<file path="src/rtl/dual_bus_retry_pkg.sv">
package dual_bus_retry_pkg;
  typedef enum logic [1:0] {
    RM_SAME  = 2'd0,
    RM_ALT   = 2'd1,
    RM_SPLIT = 2'd2,
    RM_RSVD  = 2'd3
  } retry_mode_e;

  typedef enum logic [1:0] {
    ST_IDLE   = 2'd0,
    ST_LAUNCH = 2'd1,
    ST_WAIT   = 2'd2
  } seq_state_e;
endpackage

</file>
<file path="src/rtl/rtc_opt_decode.sv">
module rtc_opt_decode
  import dual_bus_retry_pkg::*;
#(
  parameter int OPT_W     = 32,
  parameter int BUS_BIT   = 0,
  parameter int RCNT_LSB  = 20,
  parameter int RCNT_W    = 3,
  parameter int MODE_LSB  = 23,
  parameter int MAX_RETRY = 6,
  parameter int ATT_W     = 3
) (
  input  logic [OPT_W-1:0] opts_i,
  output logic             start_bus_o,
  output retry_mode_e      mode_o,
  output logic [ATT_W-1:0] nretry_o
);
  logic [RCNT_W-1:0] raw_cnt;
  logic [31:0]       raw_ext;

  assign start_bus_o = opts_i[BUS_BIT];
  assign mode_o      = retry_mode_e'(opts_i[MODE_LSB +: 2]);
  assign raw_cnt     = opts_i[RCNT_LSB +: RCNT_W];
  assign raw_ext     = 32'(raw_cnt);

  // clamp oversize counts to the supported maximum
  always_comb begin
    if (raw_ext > 32'(MAX_RETRY)) nretry_o = ATT_W'(MAX_RETRY);
    else                          nretry_o = ATT_W'(raw_ext);
  end
endmodule

</file>
<file path="src/rtl/rtc_bus_pick.sv">
module rtc_bus_pick
  import dual_bus_retry_pkg::*;
#(
  parameter int ATT_W         = 3,
  parameter bit RSVD_AS_SAME  = 1'b1
) (
  input  logic             start_bus_i,
  input  retry_mode_e      mode_i,
  input  logic [ATT_W-1:0] nretry_i,
  input  logic [ATT_W-1:0] idx_i,
  output logic             bus_o
);
  logic [ATT_W:0] half;
  logic           split_bus;
  logic           rsvd_bus;

  // retries on the original bus in split mode: ceil(n/2)
  assign half      = ({1'b0, nretry_i} + 1'b1) >> 1;
  assign split_bus = ({1'b0, idx_i} <= half) ? start_bus_i : ~start_bus_i;

  generate
    if (RSVD_AS_SAME) begin : g_rsvd_same
      assign rsvd_bus = start_bus_i;
    end else begin : g_rsvd_alt
      assign rsvd_bus = start_bus_i ^ idx_i[0];
    end
  endgenerate

  always_comb begin
    unique case (mode_i)
      RM_SAME:  bus_o = start_bus_i;
      RM_ALT:   bus_o = start_bus_i ^ idx_i[0];
      RM_SPLIT: bus_o = split_bus;
      default:  bus_o = rsvd_bus;
    endcase
  end
endmodule

</file>
<file path="src/rtl/rtc_attempt_fsm.sv">
module rtc_attempt_fsm
  import dual_bus_retry_pkg::*;
#(
  parameter int ATT_W = 3
) (
  input  logic             clk_i,
  input  logic             rst_ni,
  input  logic             req_valid_i,
  input  logic             cfg_bus_i,
  input  retry_mode_e      cfg_mode_i,
  input  logic [ATT_W-1:0] cfg_nretry_i,
  input  logic             att_done_i,
  input  logic             att_ok_i,
  input  logic             cur_bus_i,
  output logic             lat_bus_o,
  output retry_mode_e      lat_mode_o,
  output logic [ATT_W-1:0] lat_nretry_o,
  output logic [ATT_W-1:0] idx_o,
  output logic             busy_o,
  output logic             att_start_o,
  output logic             done_o,
  output logic             done_ok_o,
  output logic             done_bus_o,
  output logic [ATT_W-1:0] done_attempts_o
);
  seq_state_e       state_q;
  logic [ATT_W-1:0] idx_q;
  logic             is_last;
  logic             finish;

  assign is_last  = (idx_q == lat_nretry_o);
  assign finish   = (state_q == ST_WAIT) && att_done_i && (att_ok_i || is_last);

  always_ff @(posedge clk_i or negedge rst_ni) begin
    if (!rst_ni) begin
      state_q      <= ST_IDLE;
      idx_q        <= '0;
      lat_bus_o    <= 1'b0;
      lat_mode_o   <= RM_SAME;
      lat_nretry_o <= '0;
    end else begin
      unique case (state_q)
        ST_IDLE: begin
          if (req_valid_i) begin
            state_q      <= ST_LAUNCH;
            idx_q        <= '0;
            lat_bus_o    <= cfg_bus_i;
            lat_mode_o   <= cfg_mode_i;
            lat_nretry_o <= cfg_nretry_i;
          end
        end
        ST_LAUNCH: state_q <= ST_WAIT;
        ST_WAIT: begin
          if (finish) begin
            state_q <= ST_IDLE;
          end else if (att_done_i) begin
            state_q <= ST_LAUNCH;
            idx_q   <= idx_q + 1'b1;
          end
        end
        default: state_q <= ST_IDLE;
      endcase
    end
  end

  always_ff @(posedge clk_i or negedge rst_ni) begin
    if (!rst_ni) begin
      done_o          <= 1'b0;
      done_ok_o       <= 1'b0;
      done_bus_o      <= 1'b0;
      done_attempts_o <= '0;
    end else begin
      done_o <= finish;
      if (finish) begin
        done_ok_o       <= att_ok_i;
        done_bus_o      <= cur_bus_i;
        done_attempts_o <= idx_q + 1'b1;
      end
    end
  end

  assign idx_o       = idx_q;
  assign busy_o      = (state_q != ST_IDLE);
  assign att_start_o = (state_q == ST_LAUNCH);
endmodule

</file>
<file path="src/rtl/dual_bus_retry.sv">
module dual_bus_retry
  import dual_bus_retry_pkg::*;
#(
  parameter int OPT_W     = 32,
  parameter int BUS_BIT   = 0,
  parameter int RCNT_LSB  = 20,
  parameter int RCNT_W    = 3,
  parameter int MODE_LSB  = 23,
  parameter int MAX_RETRY = 6,
  localparam int ATT_W    = $clog2(MAX_RETRY + 2)
) (
  input  logic             clk_i,
  input  logic             rst_ni,
  input  logic             req_valid_i,
  input  logic [OPT_W-1:0] req_opts_i,
  output logic             busy_o,
  output logic             att_start_o,
  output logic             att_bus_o,
  input  logic             att_done_i,
  input  logic             att_ok_i,
  output logic             done_o,
  output logic             done_ok_o,
  output logic             done_bus_o,
  output logic [ATT_W-1:0] done_attempts_o
);
  logic             dec_bus;
  retry_mode_e      dec_mode;
  logic [ATT_W-1:0] dec_nretry;
  logic             lat_bus;
  retry_mode_e      lat_mode;
  logic [ATT_W-1:0] lat_nretry;
  logic [ATT_W-1:0] idx;

  rtc_opt_decode #(
    .OPT_W(OPT_W), .BUS_BIT(BUS_BIT), .RCNT_LSB(RCNT_LSB), .RCNT_W(RCNT_W),
    .MODE_LSB(MODE_LSB), .MAX_RETRY(MAX_RETRY), .ATT_W(ATT_W)
  ) u_dec (
    .opts_i(req_opts_i), .start_bus_o(dec_bus), .mode_o(dec_mode), .nretry_o(dec_nretry)
  );

  rtc_bus_pick #(.ATT_W(ATT_W), .RSVD_AS_SAME(1'b1)) u_pick (
    .start_bus_i(lat_bus), .mode_i(lat_mode), .nretry_i(lat_nretry),
    .idx_i(idx), .bus_o(att_bus_o)
  );

  rtc_attempt_fsm #(.ATT_W(ATT_W)) u_fsm (
    .clk_i(clk_i), .rst_ni(rst_ni), .req_valid_i(req_valid_i),
    .cfg_bus_i(dec_bus), .cfg_mode_i(dec_mode), .cfg_nretry_i(dec_nretry),
    .att_done_i(att_done_i), .att_ok_i(att_ok_i), .cur_bus_i(att_bus_o),
    .lat_bus_o(lat_bus), .lat_mode_o(lat_mode), .lat_nretry_o(lat_nretry),
    .idx_o(idx), .busy_o(busy_o), .att_start_o(att_start_o),
    .done_o(done_o), .done_ok_o(done_ok_o), .done_bus_o(done_bus_o),
    .done_attempts_o(done_attempts_o)
  );
endmodule

</file>
<file path="config.mk">
export PLATFORM = sky130hd
export DESIGN_NAME = dual_bus_retry
export DESIGN_NICKNAME = d
export VERILOG_FILES = /design/src/rtl/dual_bus_retry_pkg.sv /design/src/rtl/rtc_opt_decode.sv /design/src/rtl/rtc_bus_pick.sv /design/src/rtl/rtc_attempt_fsm.sv /design/src/rtl/dual_bus_retry.sv
export SDC_FILE = /design/constraint.sdc
export NUM_CORES = 1
export LEC_CHECK = 0
export BUFFER_PORTS_ARGS = -buffer_cell sky130_fd_sc_hd__buf_2
export CORE_ASPECT_RATIO = 1.2
export CORE_MARGIN = 2
export CORE_UTILIZATION = 41
export CTS_CLUSTER_DIAMETER = 80
export CTS_CLUSTER_SIZE = 30
export DETAILED_ROUTE_END_ITERATION = 8
export PLACE_DENSITY_LB_ADDON = 0.2
export SETUP_SLACK_MARGIN = 0.02
export SLEW_MARGIN = 10
export SYNTH_ARGS = -nofsm -noshare
export SYNTH_HDL_FRONTEND = slang
export SYNTH_HIERARCHICAL = 1
export SYNTH_SLANG_ARGS = --single-unit
</file>
<file path="constraint.sdc">
create_clock -name clk_i -period 1.8 [get_ports clk_i]
set_input_delay 0.18 -clock clk_i [delete_from_list [all_inputs] [get_ports clk_i]]
set_output_delay 0.18 -clock clk_i [all_outputs]
set_load 0.01 [all_outputs]
</file>
Yosys cells after proc, flatten, opt, wreduce, memory -nomap -nowiden
Cells that the tools add are included.
{"block": "word_totals", "regBits": 17, "latchBits": 0, "ram_bits": 0, "romBits": 0, "out_inout_bits": 9, "n_memories": 0}
{"block": "classes", "addsub": 2, "mul": 0, "n_div": 0, "magnitude_cmp": 2, "n_eq_ne": 9, "shift": 0, "n_mux": 11, "bitwise": 2, "n_reduce_logical": 9}
{"operator": "2-to-1 mux 3 bit", "count": 4}
{"operator": "2-to-1 mux 2 bit", "count": 3}
{"operator": "!= test 2 bit (second input constant)", "count": 3}
{"operator": "one-hot mux 2 bit (3 select lines)", "count": 1}
{"operator": "one-hot mux 3 bit (2 select lines)", "count": 1}
{"operator": "adder 3 x 1 -> 4 bit (second input constant)", "count": 1}
{"operator": "equality test 2 x 1 -> 1 bit (second input constant)", "count": 2}
{"operator": "equality test 2 bit (second input constant)", "count": 2}
{"operator": "AND reduction 2 bit", "count": 2}
{"operator": "AND reduction 4 bit", "count": 1}
{"operator": "nonzero test 2 bit", "count": 2}
{"operator": "adder 3 x 1 -> 3 bit (second input constant)", "count": 1}
{"operator": "equality test 3 bit", "count": 1}
{"operator": "greater-than comparator 3 bit (second input constant)", "count": 1}
{"operator": "<= comparator 3 bit", "count": 1}
{"operator": "!= test 3 x 2 -> 1 bit (second input constant)", "count": 1}
{"operator": "logical AND 1 bit", "count": 2}
{"operator": "logical NOT 2 bit", "count": 1}
{"operator": "one-hot mux 1 bit (2 select lines)", "count": 1}
{"operator": "logical OR 1 bit", "count": 1}
{"operator": "2-to-1 mux 1 bit", "count": 1}
{"operator": "NOT 1 bit", "count": 1}
{"operator": "XOR 1 bit", "count": 1}

Depth between registers and ports, before layout
Gate-level depths: netlist of run 1.
{"block": "logic_depth", "word_depth": 5, "depth_mapped": 8, "mapped_depth_nobuf": 8}

Hierarchy
Netlist of run 1, hierarchy kept.
{"module": "rtc_attempt_fsm", "n_inst": 1, "cells_each": 60, "area_per_inst_um2": 765.7, "seq_area_each_um2": 425.4}
{"module": "rtc_bus_pick", "n_inst": 1, "cells_each": 25, "area_per_inst_um2": 180.2, "seq_area_each_um2": 0.0}
{"module": "rtc_opt_decode", "n_inst": 1, "cells_each": 6, "area_per_inst_um2": 37.5, "seq_area_each_um2": 0.0}

Worst setup path before layout of run 1
Ideal clock, no wire load.
{"block": "synth_path", "kind": "register to register", "from": "register u_fsm.lat_nretry_o[0]", "to": "register u_fsm.done_bus_o", "setup_ns": 0.066, "arrival_time_ns": 1.786, "required_time_ns": 1.734, "slack_ns": -0.052, "stages_incl_launch_ff": 9, "n_path_buf": 0, "synth_period_minus_slack_ns": 1.852, "cell_sequence": "dfrtp_1 -> ha_1 -> xnor2_1 -> ha_1 -> nand2_1 -> o21ai_1 -> nand4_1 -> a22oi_1 -> mux2_2"}
{"block": "synth_via", "elab_chain_cells": 4, "word_cells_on_any_way": 7, "cone_classes": "add/sub (1); order compare (1); eq/ne (1); mux (2); reduce/logical (2)"}
{"item": "start: declaration", "line_no": "rtc_attempt_fsm.sv:17", "text": "output logic [ATT_W-1:0] lat_nretry_o,"}
{"item": "start signal: assignment", "line_no": "rtc_attempt_fsm.sv:49", "text": "lat_nretry_o <= cfg_nretry_i;"}
{"item": "adder 3 x 1 -> 4 bit", "line_no": "rtc_bus_pick.sv:18", "text": "assign half = ({1'b0, nretry_i} + 1'b1) >> 1;"}
{"item": "<= comparator 3 bit", "line_no": "rtc_bus_pick.sv:19", "text": "assign split_bus = ({1'b0, idx_i} <= half) ? start_bus_i : ~start_bus_i;"}
{"item": "2-to-1 mux 1 bit", "line_no": "rtc_bus_pick.sv:19"}
{"item": "one-hot mux 1 bit (2 select lines)", "line_no": "rtc_bus_pick.sv:30", "text": "unique case (mode_i)"}
{"item": "via att_bus_o", "line_no": "dual_bus_retry.sv:18", "text": "output logic att_bus_o,"}
{"item": "end signal: assignment", "line_no": "rtc_attempt_fsm.sv:76", "text": "done_bus_o <= cur_bus_i;"}
{"item": "end: declaration", "line_no": "rtc_attempt_fsm.sv:23", "text": "output logic done_bus_o,"}
The timed path passes the listed nets, and every way through them passes these cells.
A chain may end at the register's enable or synchronous reset.

Final worst setup path of run 1
{"block": "layout_path", "from": "register u_fsm.lat_nretry_o[1]", "to": "output port att_bus_o"}
{"block": "layout_via", "elab_chain_cells": 4}
{"item": "adder 3 x 1 -> 4 bit", "line_no": "rtc_bus_pick.sv:18"}
{"item": "<= comparator 3 bit", "line_no": "rtc_bus_pick.sv:19"}
{"item": "2-to-1 mux 1 bit", "line_no": "rtc_bus_pick.sv:19"}
{"item": "one-hot mux 1 bit (2 select lines)", "line_no": "rtc_bus_pick.sv:30"}
{"item": "end: declaration", "line_no": "dual_bus_retry.sv:18"}
No other way between the ends.

==> results.md, run 1 <==
- The flow ran to the end, but the final reports show violations.
- The checks that failed: negative setup slack.
- The via count of the first global-routing pass was 754.
- The final routed wirelength across all metal layers is about 1.9 mm.
- The portion of the post-synthesis area used by sequential elements is between 40% and 50%.
- Setup repair after global routing could not meet its margin everywhere.
- Once detail routing completed, the nets flagged for antenna violations numbered 0.
- In this run the deepest clock path goes through 2 buffers.
- TritonCTS built the clock tree.
- For flop-to-flop paths, the worst setup slack is -0.18 ns.
- The number of buffers created by CTS is 3.
- The cell with the biggest individual delay on the critical path is sky130_fd_sc_hd__dfrtp_1.
- The final-stage net count is 161.
- In this run the count of I/O pins placed on the die edge is 46.
- Walking the worst path, the cells encountered are ha_2 -> xnor2_2 -> ha_4 -> nand2_2 -> o21ai_2 -> nand4_1 -> a22oi_2 -> buf_2.
- The kind of critical path is flop to output pin.
- The clock-pin slew of the registers on the worst-case setup and hold paths is 0.09 ns.
- In this run the worst path has a maximum fanout of 3.
- The number of cells on the worst reg-to-reg path is 10.
- The count of final setup violators is 2.
- The top cell type by area accounts for between 40% and 50% of the synthesized area.
- The routed via count divided by cell count is a little over 5.
- The core region is around 0.0023 sq mm.
- The synthesis warning total is 6.
- The first-pass GRT wire length is between 3 and 4 mm.
- The cell accounting for the most synthesized area is sky130_fd_sc_hd__dfrtp_1.
- The final route contains approximately 760 vias.
- The path class of the lowest-slack min-delay path is primary input to flop.
- The number of maximum-capacitance violations is 0.
- The peak supply drop is roughly 930 uV.
- Input and output buffers added on the ports amount to 19.
- The detailed router finished its first iteration with 6 violations.
- The clock latency of the later-clocked register in the worst-skew pair is between 0.2 and 0.3 ns.
- The CTS sink count is 17.
- The tightest slew margin relative to the limit is between 70% and 80%.
- The worst hold path passes through 2 cells.
- The worst path in the final design needs a cycle of approximately 2.2 ns, including I/O delays and setup.
- The total die area is 0.002808 sq mm.
- The final routed DRC violation total is 0.
- The number of synthesized flops with an enable pin is 0.
- Data on the critical path arrives at its endpoint at between 1.5 and 2 ns.
- The global-route congestion overflow total is 0.
- The horizontal die dimension is 48.71 um.
- The die outline height is roughly 58 um.
- The cell area after technology mapping is 983.4 sq um.
- The number of hold violations in the final report is 0.
- The initial standard-cell utilization of the core is 43.09%.
- CTS placed an instance of sky130_fd_sc_hd__clkbuf_4 at the clock tree root.
- The buffer and inverter count on the worst path is 1.
- The path with the worst hold slack has its endpoint at u_fsm/state_q[1]$_DFFE_PN0P_.
- Once layout is complete, the cells apart from fillers number around 150.
- The count of pins over their slew limit is 0.
- In this run the critical register-to-register path is launched from u_fsm/lat_nretry_o[1]$_DFFE_PN0P_.
- Synthesis produced a netlist whose cell count is between 90 and 100.
- The cell leakage power is around 0.59 nW.
- The initial antenna violation count is 0.
- For the final database, setup skew stands at around 0.0022 ns.
- The most used flip-flop cell after synthesis is sky130_fd_sc_hd__dfrtp_1.
- The top achievable clock speed is around 460 MHz.
- After filler insertion, the fill cell instance count of the layout stands at about 220.
- The net count after synthesis is between 100 and 150.
- The average detailed-routed wire length per instance is about 13 um.
- The post-synthesis area per instance is roughly 11 sq um.
- The HPWL after detailed placement is between 1 and 1.5 mm.
- In this run, synthesis produced a sequential element count of 17.
- The worst setup path is launched from a flop.
- The cell area power density is roughly 1800 mW/mm^2.
- The library cell with the highest instance count after synthesis is sky130_fd_sc_hd__dfrtp_1.
- The synthesized netlist contains 34 unique library cells.
- The area overhead of the layout relative to synthesis is 23.54%.
- The worst register-to-register path ends at u_fsm/done_bus_o$_DFFE_PN0P_.
- At the end of the flow the core is filled with cells to 53.23%.
- In this run the most critical hold path is launched from att_done_i.
- In the final layout, the share of cells above drive strength 1 is between 40% and 50%.
- The longest individual stage delay on the worst path is about 0.39 ns.
- Broken down by cell family, the worst path's largest delay share belongs to adder cells.
- At the pin with the least slew margin, the transition time is between 0.3 and 0.4 ns.
- STA classifies the critical path endpoint as an output pin.
- Counting tap cells, the placed design contains a total of 140 instances.
- The final weighted congestion in routability-driven placement is about 0.8.
- The endpoint required time on the critical path is about 1.6 ns.
- The commonest cells after synthesis are sky130_fd_sc_hd__dfrtp_1 (17), sky130_fd_sc_hd__inv_1 (11), sky130_fd_sc_hd__mux2_2 (9), sky130_fd_sc_hd__ha_1 (7), sky130_fd_sc_hd__nand2_1 (7).
- The number of antenna diodes in the final layout is 0.
- The pin count of the biggest net entering global routing is 18.
- The minimum setup slack in the final design is -0.3658 ns.
- The floorplan has 19 rows.
- The maximum level of the CTS H-tree is 1.
- The overall routing resource usage is between 10 and 15%.
- In the synthesized netlist the async set-or-reset flop fraction comes to between 90% and 100%.
- Yosys attributes the largest share of cell area to sky130_fd_sc_hd__dfrtp_1 (43%), sky130_fd_sc_hd__mux2_2 (10%), sky130_fd_sc_hd__ha_1 (8.9%), sky130_fd_sc_hd__inv_1 (4.2%), sky130_fd_sc_hd__xnor2_1 (3.6%).
- The pre-antenna-repair detailed-routing pass consisted of 6 iterations.
- The portion of the clock cycle consumed by the worst path in the final layout is 120.3%.
placed cells by master (no fill, tap or decap), types with 2 or more instances in the layout:
cell	Yosys	final
sky130_fd_sc_hd__xnor2_1	4	3
sky130_fd_sc_hd__o21ai_1	2	2
sky130_fd_sc_hd__nand2_1	7	6
sky130_fd_sc_hd__mux2i_1	2	2
sky130_fd_sc_hd__clkbuf_4	0	3
sky130_fd_sc_hd__nand4_1	2	2
sky130_fd_sc_hd__mux2_2	9	8
sky130_fd_sc_hd__inv_1	11	11
sky130_fd_sc_hd__ha_1	7	5
sky130_fd_sc_hd__dfrtp_1	17	17
sky130_fd_sc_hd__buf_4	3	5
sky130_fd_sc_hd__mux2_4	1	2
sky130_fd_sc_hd__buf_2	0	19
worst max-delay path by stage:
| stage | from | endpoint | cells after the start |
|---|---|---|---|
| floorplan | u_fsm/lat_nretry_o[1]$_DFFE_PN0P_ | u_fsm/done_bus_o$_DFFE_PN0P_ | 8 |
| detailed placement | u_fsm/lat_nretry_o[1]$_DFFE_PN0P_ | att_bus_o | 8 |
| finish | u_fsm/lat_nretry_o[1]$_DFFE_PN0P_ | att_bus_o | 8 |
| global placement | u_fsm/lat_nretry_o[1]$_DFFE_PN0P_ | att_bus_o | 8 |
| global route | u_fsm/lat_nretry_o[0]$_DFFE_PN0P_ | att_bus_o | 8 |
| CTS | u_fsm/lat_nretry_o[1]$_DFFE_PN0P_ | att_bus_o | 8 |
power by group:
group	internal (mW)	total (mW)	switching [mW]	leakage [nW]
Clock	0.0861	0.200	0.114	0.0150
Sequential	0.542	0.687	0.145	0.209
Combinational	0.719	1.35	0.626	0.368
Total	1.35	2.23	0.884	0.592
sequential cells by signal (all words and copies together), names as in the netlist, 2 cells and up:
register / cells
u_fsm/idx_o: 3
u_fsm/lat_nretry_o: 3
u_fsm/state_q: 2
u_fsm/lat_mode_o: 2
u_fsm/done_attempts_o: 3
metrics by stage:
stage               setup WS (ns)  hold slack [ns]  instance area [sq um]   TNS, ns  power, mW
finish                    -0.3658           0.1036                   1215   -0.5468      2.232
global route              -0.4946          0.08868                   1215   -0.7510      2.392
CTS                       -0.4030          0.09324                   1172   -0.5265      2.036
detailed placement       -0.03401           0.1204                   1129  -0.03401      1.784
global placement         -0.02290           0.1193                   1129  -0.02290      1.747
floorplan                0.003339          -0.1156                  994.7         0      1.459
per-layer routing:
| metal | GRT usage [%] | share of wire [%] | up-vias |
|---|---|---|---|
| met1 | 15.77 | 42 | 364 |
| met5 | 0 | 0 | - |
| met3 | 1.546 | 4.1 | 4 |
| met2 | 27.01 | 53 | 27 |
| li1 | - | - | 362 |
| met4 | 8.571 | 1.5 | 0 |
timing repair:
| action | in CTS | in global routing |
|---|---|---|
| endpoints found under the hold margin | 17 | 0 |
| hold buffers | 1 | 0 |
| setup endpoints to repair | 2 | 2 |
| resized for setup | 0 | 6 |
| buffers inserted | 1 | 1 |
| pin swaps | 3 | 1 |
layout make-up:
class	count	area (sq um)	share of cell area (%)
well taps	31	38.79	3.193
repair buffers	26	153.9	12.67
clock buffers	4	26.28	2.163
flip-flops and latches	17	425.4	35.02
inverters	11	41.29	3.399
multi-input cells	58	529.3	43.56
worst register-to-register path, stage by stage (launching register included):
cell	delay [ns]
sky130_fd_sc_hd__dfrtp_1	0.39
sky130_fd_sc_hd__ha_2	0.20
sky130_fd_sc_hd__xnor2_2	0.19
sky130_fd_sc_hd__ha_4	0.24
sky130_fd_sc_hd__buf_6	0.12
sky130_fd_sc_hd__nand3_2	0.07
sky130_fd_sc_hd__o21ai_1	0.06
sky130_fd_sc_hd__o21ai_1	0.15
sky130_fd_sc_hd__a22oi_2	0.08
sky130_fd_sc_hd__buf_4	0.14
sky130_fd_sc_hd__mux2_4	0.24
kinds of logic after synthesis:
family / synth area share [%]
multiplexers: 13.87
adder cells (fa/ha/maj): 8.905
flip-flops: 43.26
XOR/XNOR: 4.453
AO/OA/AOI/OAI: 9.289
buffers and inverters: 7.252
AND/OR/NAND/NOR: 12.98
Note: power is estimated with default switching activity, not from simulation.
==> run 2: changes to the inputs <==
SETUP_SLACK_MARGIN = 0.1   (was 0.02)
==> results.md, run 2 (synthesis gave the netlist of run 1 again) <==
- The endpoint required time on the critical path is 1.62 ns (about the same).
- The transition time of the tightest slew-check pin is 0.3989 ns (unchanged).
- The final core area utilization was 53.34% (+0.11 points).
- The startpoint identified for the worst register-to-register timing path is u_fsm/lat_nretry_o[1]$_DFFE_PN0P_.
- The initial standard-cell utilization of the core came to 43.09% (unchanged).
- The average detailed-routed wire length per instance was 12.63 um (unchanged).
- The first-pass GRT wire length was 3.105 mm (unchanged).
- Leaving out fill and tap cells, the most frequent cells in the layout are sky130_fd_sc_hd__buf_2 (19), sky130_fd_sc_hd__dfrtp_1 (17), sky130_fd_sc_hd__inv_1 (11).
- The cell with the biggest individual delay on the critical path is sky130_fd_sc_hd__dfrtp_1.
- The number of buffers created by CTS is 3 (unchanged).
- The final routed DRC violation total is 0 (unchanged).
- The routed via count divided by cell count was 5.150 (unchanged).
- The final reports fail on negative setup slack.
- The startpoint identified for the worst hold timing path is att_done_i.
- The horizontal die dimension is 48.71 um (unchanged).
- The via count is 757 (unchanged).
- In this run the worst setup path begins at u_fsm/lat_nretry_o[1]$_DFFE_PN0P_.
- The number of hold violations in the final report is 0 (unchanged).
- The final weighted congestion in routability-driven placement is 0.7791 (unchanged).
- The maximum level of the CTS H-tree is 1 (unchanged).
- The count of pins over their slew limit came to 0 (unchanged).
- The final-stage net count is 161 (unchanged).
- The minimum setup slack in the final design is -0.3658 ns (unchanged).
- The final routed wirelength across all metal layers was 1.857 mm (unchanged).
- The overall power is 2.234 mW (about the same).
- The cell area power density is 1835 mW/mm^2 (-0.13%).
- The number of buffer cells added on primary ports is 19 (unchanged).
- Setup repair after global routing could not meet its margin everywhere.
- The number of buffers on the longest clock path came to 2 (unchanged).
- The cell leakage power is 0.5919 nW (about the same).
- The number of maximum-capacitance violations is 0 (unchanged).
- The longest individual stage delay on the worst path is 0.39 ns (about the same).
- The top achievable clock speed is 461.7 MHz (unchanged).
- The global-route congestion overflow total is 0 (unchanged).
- The signal on the critical path passes through ha_2 -> xnor2_2 -> ha_4 -> nand2_2 -> o21ai_2 -> nand4_1 -> a22oi_2 -> buf_2.
- The via count of the first global-routing pass came to 754 (unchanged).
- The tightest slew margin relative to the limit is 73.38% (unchanged).
- The clock root buffer master is sky130_fd_sc_hd__clkbuf_4.
- The worst hold slack came to 0.1036 ns (+0.000001000 ns).
- TritonCTS built the clock tree.
- The initial antenna violation count is 0 (unchanged).
- The data arrival at the endpoint of the critical path is 1.99 ns (about the same).
- The pin count of the biggest net entering global routing is 18 (unchanged).
- The setup TNS after final layout is -0.5468 ns (unchanged).
- The total die area came to 0.002808 sq mm (unchanged).
- The antenna diode count was 0 (unchanged).
- The share of layout cells above drive strength 1 was 43.97% (+0.86 points).
- The clock latency of the later-clocked register in the worst-skew pair is 0.29 ns (about the same).
- The peak supply drop is 932.0 uV (unchanged).
- The detailed router's first-iteration violation count came to 3 (-3).
- The sum of net half-perimeters after detailed placement is 1.362 mm (unchanged).
- The highest net fanout along the worst path is 3 (unchanged).
- The area overhead of the layout relative to synthesis is 23.79%.
- The path class of the lowest-slack min-delay path is primary input to flop.
- The library cell used most frequently in the layout, excluding fill and tap cells, is sky130_fd_sc_hd__buf_2.
- The placement row count is 19 (unchanged).
- The length of the first detailed-routing pass in iterations came to 6 (unchanged).
- The count of final setup violators came to 2 (unchanged).
- The CTS sink count is 17 (unchanged).
- The core area was 0.002282 sq mm (unchanged).
- The die outline height is 57.65 um (unchanged).
- The overall routing resource usage is 14.44% (unchanged).
- The run finished, with violations left.
- The clock-pin slew of the registers on the worst-case setup and hold paths is 0.09 ns (about the same).
- The critical path is of the flop to output pin type.
- The clock skew is 0.002187 ns (+0.0000007200 ns).
- The worst setup path is captured at an output pin.
- The boundary pin count is 46 (unchanged).
- The remaining antenna violation count after routing is 0 (unchanged).
- The minimum period implied by the final worst setup slack is 2.166 ns (unchanged).
- The portion of the clock cycle consumed by the worst path in the final layout is 120.3% (unchanged).
- The launching element type of the critical path is a flop.
[run 2: cell types whose count changed in the layout (fill, tap and decap cells not counted)]
| cell | delta |
|---|---|
| sky130_fd_sc_hd__nand2_1 | -1 |
| sky130_fd_sc_hd__nand2_2 | +1 |
[run 2: layer usage]
| metal | vias to the layer above | track usage, % | routed length [um] |
|---|---|---|---|
| li1 | 362 | - | - |
| met1 | 364 | 15.77 | 774 |
| met2 | 27 | 27.01 | 978 |
| met3 | 4 | 1.546 | 77 |
| met4 | 0 | 8.571 | 27 |
| met5 | - | 0 | 0 |
[run 2: cell type report]
class / count / area, sq um
Inverter: 11 / 41.29
Fill cell: 220 / 1065
Clock buffer: 4 / 26.28
Timing Repair Buffer: 26 / 153.9
Sequential cell: 17 / 425.4
Tap cell: 31 / 38.79
Multi-Input combinational cell: 58 / 531.8
[run 2: worst max-delay path: cells and delay by family, from the launching register on]
family / cells / cell delay (ns)
xor gates and xnor gates: 1 / 0.15
buffers and inverters: 1 / 0.16
AOI/OAI and AO/OA: 2 / 0.32
and+or+nand+nor: 2 / 0.19
DFF: 1 / 0.39
adders and majority gates: 2 / 0.50
[run 2: worst paths after layout]
| check | slack (ns) | end | cells past startpoint |
|---|---|---|---|
| setup / recovery | -0.37 | att_bus_o | 8 |
| hold / removal | 0.10 | u_fsm/state_q[1]$_DFFE_PN0P_ | 2 |
| max in group asynchronous | 1.20 | u_fsm/state_q[1]$_DFFE_PN0P_ | 2 |
| setup reg to reg | -0.18 | u_fsm/done_bus_o$_DFFE_PN0P_ | 10 |
| hold reg to reg | 0.49 | u_fsm/done_ok_o$_DFFE_PN0P_ | 2 |
| min in group asynchronous | 0.33 | u_fsm/done_attempts_o[0]$_DFFE_PN0P_ | 2 |
[run 2: timing repair]
action,in CTS,in global routing
buffers inserted,1,1
hold endpoints to repair,17,0
hold buffers,1,0
gates resized for setup,0,7
pin swaps,3,1
endpoints found under the setup margin,2,4
[run 2: report_power, final]
group / internal [mW] / switching, mW / total (mW)
Clock: 0.0861 / 0.114 / 0.200
Sequential: 0.542 / 0.145 / 0.687
Combinational: 0.720 / 0.627 / 1.35
[run 2: stage by stage]
stage | std cells | area [sq um] | worst slack (ns)
after CTS | 146 | 1172 | -0.4030
final | 147 | 1217 | -0.3658
after global placement | 140 | 1129 | -0.02290
after floorplan | 91 | 994.7 | 0.003339
after detailed placement | 140 | 1129 | -0.03401
after global routing | 147 | 1217 | -0.4946
==> run 3: changes to the inputs <==
SETUP_SLACK_MARGIN = 0.2   (was 0.1)
SKIP_CTS_REPAIR_TIMING = 1   (was unset)
==> results.md, run 3 (synthesis gave the netlist of run 1 again) <==
- The final routed DRC violation total came to 0 (unchanged).
- The placement row count is 19 (unchanged).
- The transition time of the tightest slew-check pin came to 0.3715 ns (-0.02735 ns).
- The total die area was 0.002808 sq mm (unchanged).
- The via count came to 738 (-2.5%).
- The total of fill cells in the finished design is 215 (-2.3%).
- The antenna diode count came to 0 (unchanged).
- The final cell area excluding filler cells came to 0.001232 sq mm (+1.2%).
- The share of layout cells above drive strength 1 came to 45.76% (+1.8 points).
- The initial antenna violation count is 0 (unchanged).
- The endpoint required time on the critical path is 1.62 ns (about the same).
- The worst hold slack is 0.08760 ns (-0.01596 ns).
- The initial standard-cell utilization of the core is 43.09% (unchanged).
- The cell area power density was 1764 mW/mm^2 (-3.9%).
- Setup repair after global routing could not meet its margin everywhere.
- The area of combinational cells with multiple inputs came to 534.3 sq um (+0.47%).
- The dominant delay contributor by cell family on the critical path is compound AO/OA/AOI/OAI gates.
- The sequential cell area is 425.4 sq um (unchanged).
- The run finished, with violations left.
- The buffer and inverter count on the worst path is 2 (+1).
- The highest net fanout along the worst path is 3 (unchanged).
- The pin count of the biggest net entering global routing was 18 (unchanged).
- Leaving out fill and tap cells, the most frequent cells in the layout are sky130_fd_sc_hd__buf_2 (19), sky130_fd_sc_hd__dfrtp_1 (17), sky130_fd_sc_hd__inv_1 (11).
- The data arrival at the endpoint of the critical path was 2.03 ns (+0.04 ns).
- The fraction of power spent switching nets is 39.34% (-0.29 points).
- Compared with the post-synthesis result, the final layout area differs by 25.32%.
- The final weighted congestion in routability-driven placement was 0.7617 (-2.2%).
- The clock latency of the later-clocked register in the worst-skew pair is 0.29 ns (about the same).
- The share of power burned in combinational logic is 58.8% (-1.5 points).
- The relative contribution of sequential cells to total power came to 31.9% (+1.1 points).
- The setup path with the least slack is of type flop to output pin.
- The die outline height is 57.65 um (unchanged).
- The path class of the lowest-slack min-delay path is primary input to flop.
- The clock-pin slew of the registers on the worst-case setup and hold paths is 0.10 ns (about the same).
- The cell-internal power is 1.319 mW (-2.2%).
- The maximum level of the CTS H-tree was 1 (unchanged).
- The power share of the clock group was 9.3% (+0.4 points).
- The number of maximum-capacitance violations is 0 (unchanged).
- Clock tree synthesis selected as its root buffer the cell sky130_fd_sc_hd__clkbuf_4.
- The final routed wirelength across all metal layers is 1.794 mm (-3.4%).
- The detailed router's first-iteration violation count is 12 (+9).
- The average detailed-routed wire length per instance came to 12.04 um (-4.7%).
- The boundary pin count is 46 (unchanged).
- The TritonCTS clock tree is done.
- The power dissipated by switching net loads is 0.8554 mW (-3.4%).
- The routed via count divided by cell count is 4.953 (-3.8%).
- The overall routing resource usage is 13.71% (-0.72 points).
- The global-route congestion overflow total is 0 (unchanged).
- The core area was 0.002282 sq mm (unchanged).
- The number of buffers on the longest clock path is 2 (unchanged).
- The length of the first detailed-routing pass in iterations is 4 (-2).
- The remaining antenna violation count after routing came to 0 (unchanged).
- The tightest slew margin relative to the limit came to 75.23% (+1.9 points).
- The cell area reported after detailed placement is 0.001129 sq mm (unchanged).
- The checks that failed: negative setup slack.
- The count of pins over their slew limit is 0 (unchanged).
- The via count of the first global-routing pass is 713 (-5.4%).
- The number of buffer cells added on primary ports is 19 (unchanged).
- The first-pass GRT wire length was 2.987 mm (-3.8%).
- The sum of net half-perimeters after detailed placement is 1.361 mm (-0.11%).
- The number of non-filler instances in the completed layout came to 149 (+1.4%).
- The overall power is 2.174 mW (-2.7%).
- The peak supply drop is 810.4 uV (-13%).
- The minimum setup slack in the final design came to -0.4092 ns (-0.04342 ns).
- The portion of the clock cycle consumed by the worst path in the final layout is 122.7% (+2.4 points).
- The minimum period implied by the final worst setup slack is 2.209 ns (+0.04342 ns).
- The horizontal die dimension is 48.71 um (unchanged).
- The longest individual stage delay on the worst path came to 0.41 ns (+0.02 ns).
- The number of instances in the placed design is 140 (unchanged).
- The signal on the critical path passes through ha_2 -> xnor2_2 -> ha_4 -> buf_4 -> a211oi_2 -> o21ai_1 -> a22oi_2 -> buf_2.
- The number of buffers created by CTS came to 3 (unchanged).
- The number of hold violations in the final report is 0 (unchanged).
- The library cell used most frequently in the layout, excluding fill and tap cells, is sky130_fd_sc_hd__buf_2.
- The count of final setup violators is 2 (unchanged).
- The cell with the biggest individual delay on the critical path is sky130_fd_sc_hd__dfrtp_1.
- The final-stage net count is 163 (+1.2%).
- The cell leakage power is 0.6043 nW (+2.1%).
- The CTS sink count is 17 (unchanged).
- The endpoint type of the worst setup path is an output pin.
- The worst setup path is launched from a flop.
- The clock skew was 0.006887 ns (+0.004700 ns).
- The top achievable clock speed was 452.7 MHz (-2.0%).
run 3: power groups by stage:
stage          logic [mW]  registers (mW)  clock network [mW]
2_1_floorplan       0.758           0.701                   0
3_3_place_gp         1.06           0.685                   0
3_5_place_dp         1.09           0.693                   0
4_1_cts              1.09           0.684               0.216
5_1_grt              1.43           0.723               0.237
6_report             1.28           0.694               0.203
run 3: cell type report:
| class | instances | share of cell area [%] |
|---|---|---|
| clock buffer | 3 | 1.827 |
| clock inverter | 1 | 0.4061 |
| inverter | 11 | 3.350 |
| multi-input combinational | 58 | 43.35 |
| sequential | 17 | 34.52 |
| tap | 31 | 3.147 |
| timing repair buffer | 28 | 13.40 |
run 3: per-stage QoR:
step                      setup TNS (ns)  setup slack [ns]  util, %
after floorplan                        0          0.003339        -
after CTS                        -0.3798           -0.3591    50.66
after detailed placement       -0.004593         -0.004593    49.45
final                            -0.5303           -0.4092    54.00
after global placement         -0.008591         -0.008591    49.45
after global routing             -0.7781           -0.5342    54.00
run 3: final timing paths:
| path | from | to | slack [ns] | cells after the start |
|---|---|---|---|---|
| hold reg to reg | u_fsm/done_ok_o$_DFFE_PN0P_ | u_fsm/done_ok_o$_DFFE_PN0P_ | 0.48 | 2 |
| min in group asynchronous | rst_ni | u_fsm/idx_o[0]$_DFFE_PN0P_ | 0.34 | 2 |
| setup reg to reg | u_fsm/lat_nretry_o[0]$_DFFE_PN0P_ | u_fsm/done_bus_o$_DFFE_PN0P_ | -0.12 | 9 |
| max in group asynchronous | rst_ni | u_fsm/lat_mode_o[0]$_DFFE_PN0P_ | 1.19 | 2 |
| hold / removal | att_done_i | u_fsm/state_q[1]$_DFFE_PN0P_ | 0.09 | 2 |
| setup / recovery | u_fsm/lat_nretry_o[0]$_DFFE_PN0P_ | att_bus_o | -0.41 | 8 |
run 3: worst register-to-register path: stages, from the launching register on:
cell                       delay, ns
sky130_fd_sc_hd__dfrtp_1        0.41
sky130_fd_sc_hd__ha_2           0.20
sky130_fd_sc_hd__xnor2_2        0.14
sky130_fd_sc_hd__ha_4           0.29
sky130_fd_sc_hd__buf_4          0.10
sky130_fd_sc_hd__a211oi_2       0.06
sky130_fd_sc_hd__o21ai_1        0.16
sky130_fd_sc_hd__a22oi_2        0.07
sky130_fd_sc_hd__buf_4          0.14
sky130_fd_sc_hd__mux2_4         0.24
run 3: layer usage:
layer	share of wire [%]	wire length, um	vias up	GRT usage, %
met3	2.5	45	2	2.320
met1	45	806	353	15.94
met4	0.95	17	0	7.755
met2	52	925	14	24.07
li1	-	-	369	-
met5	0	0	-	0
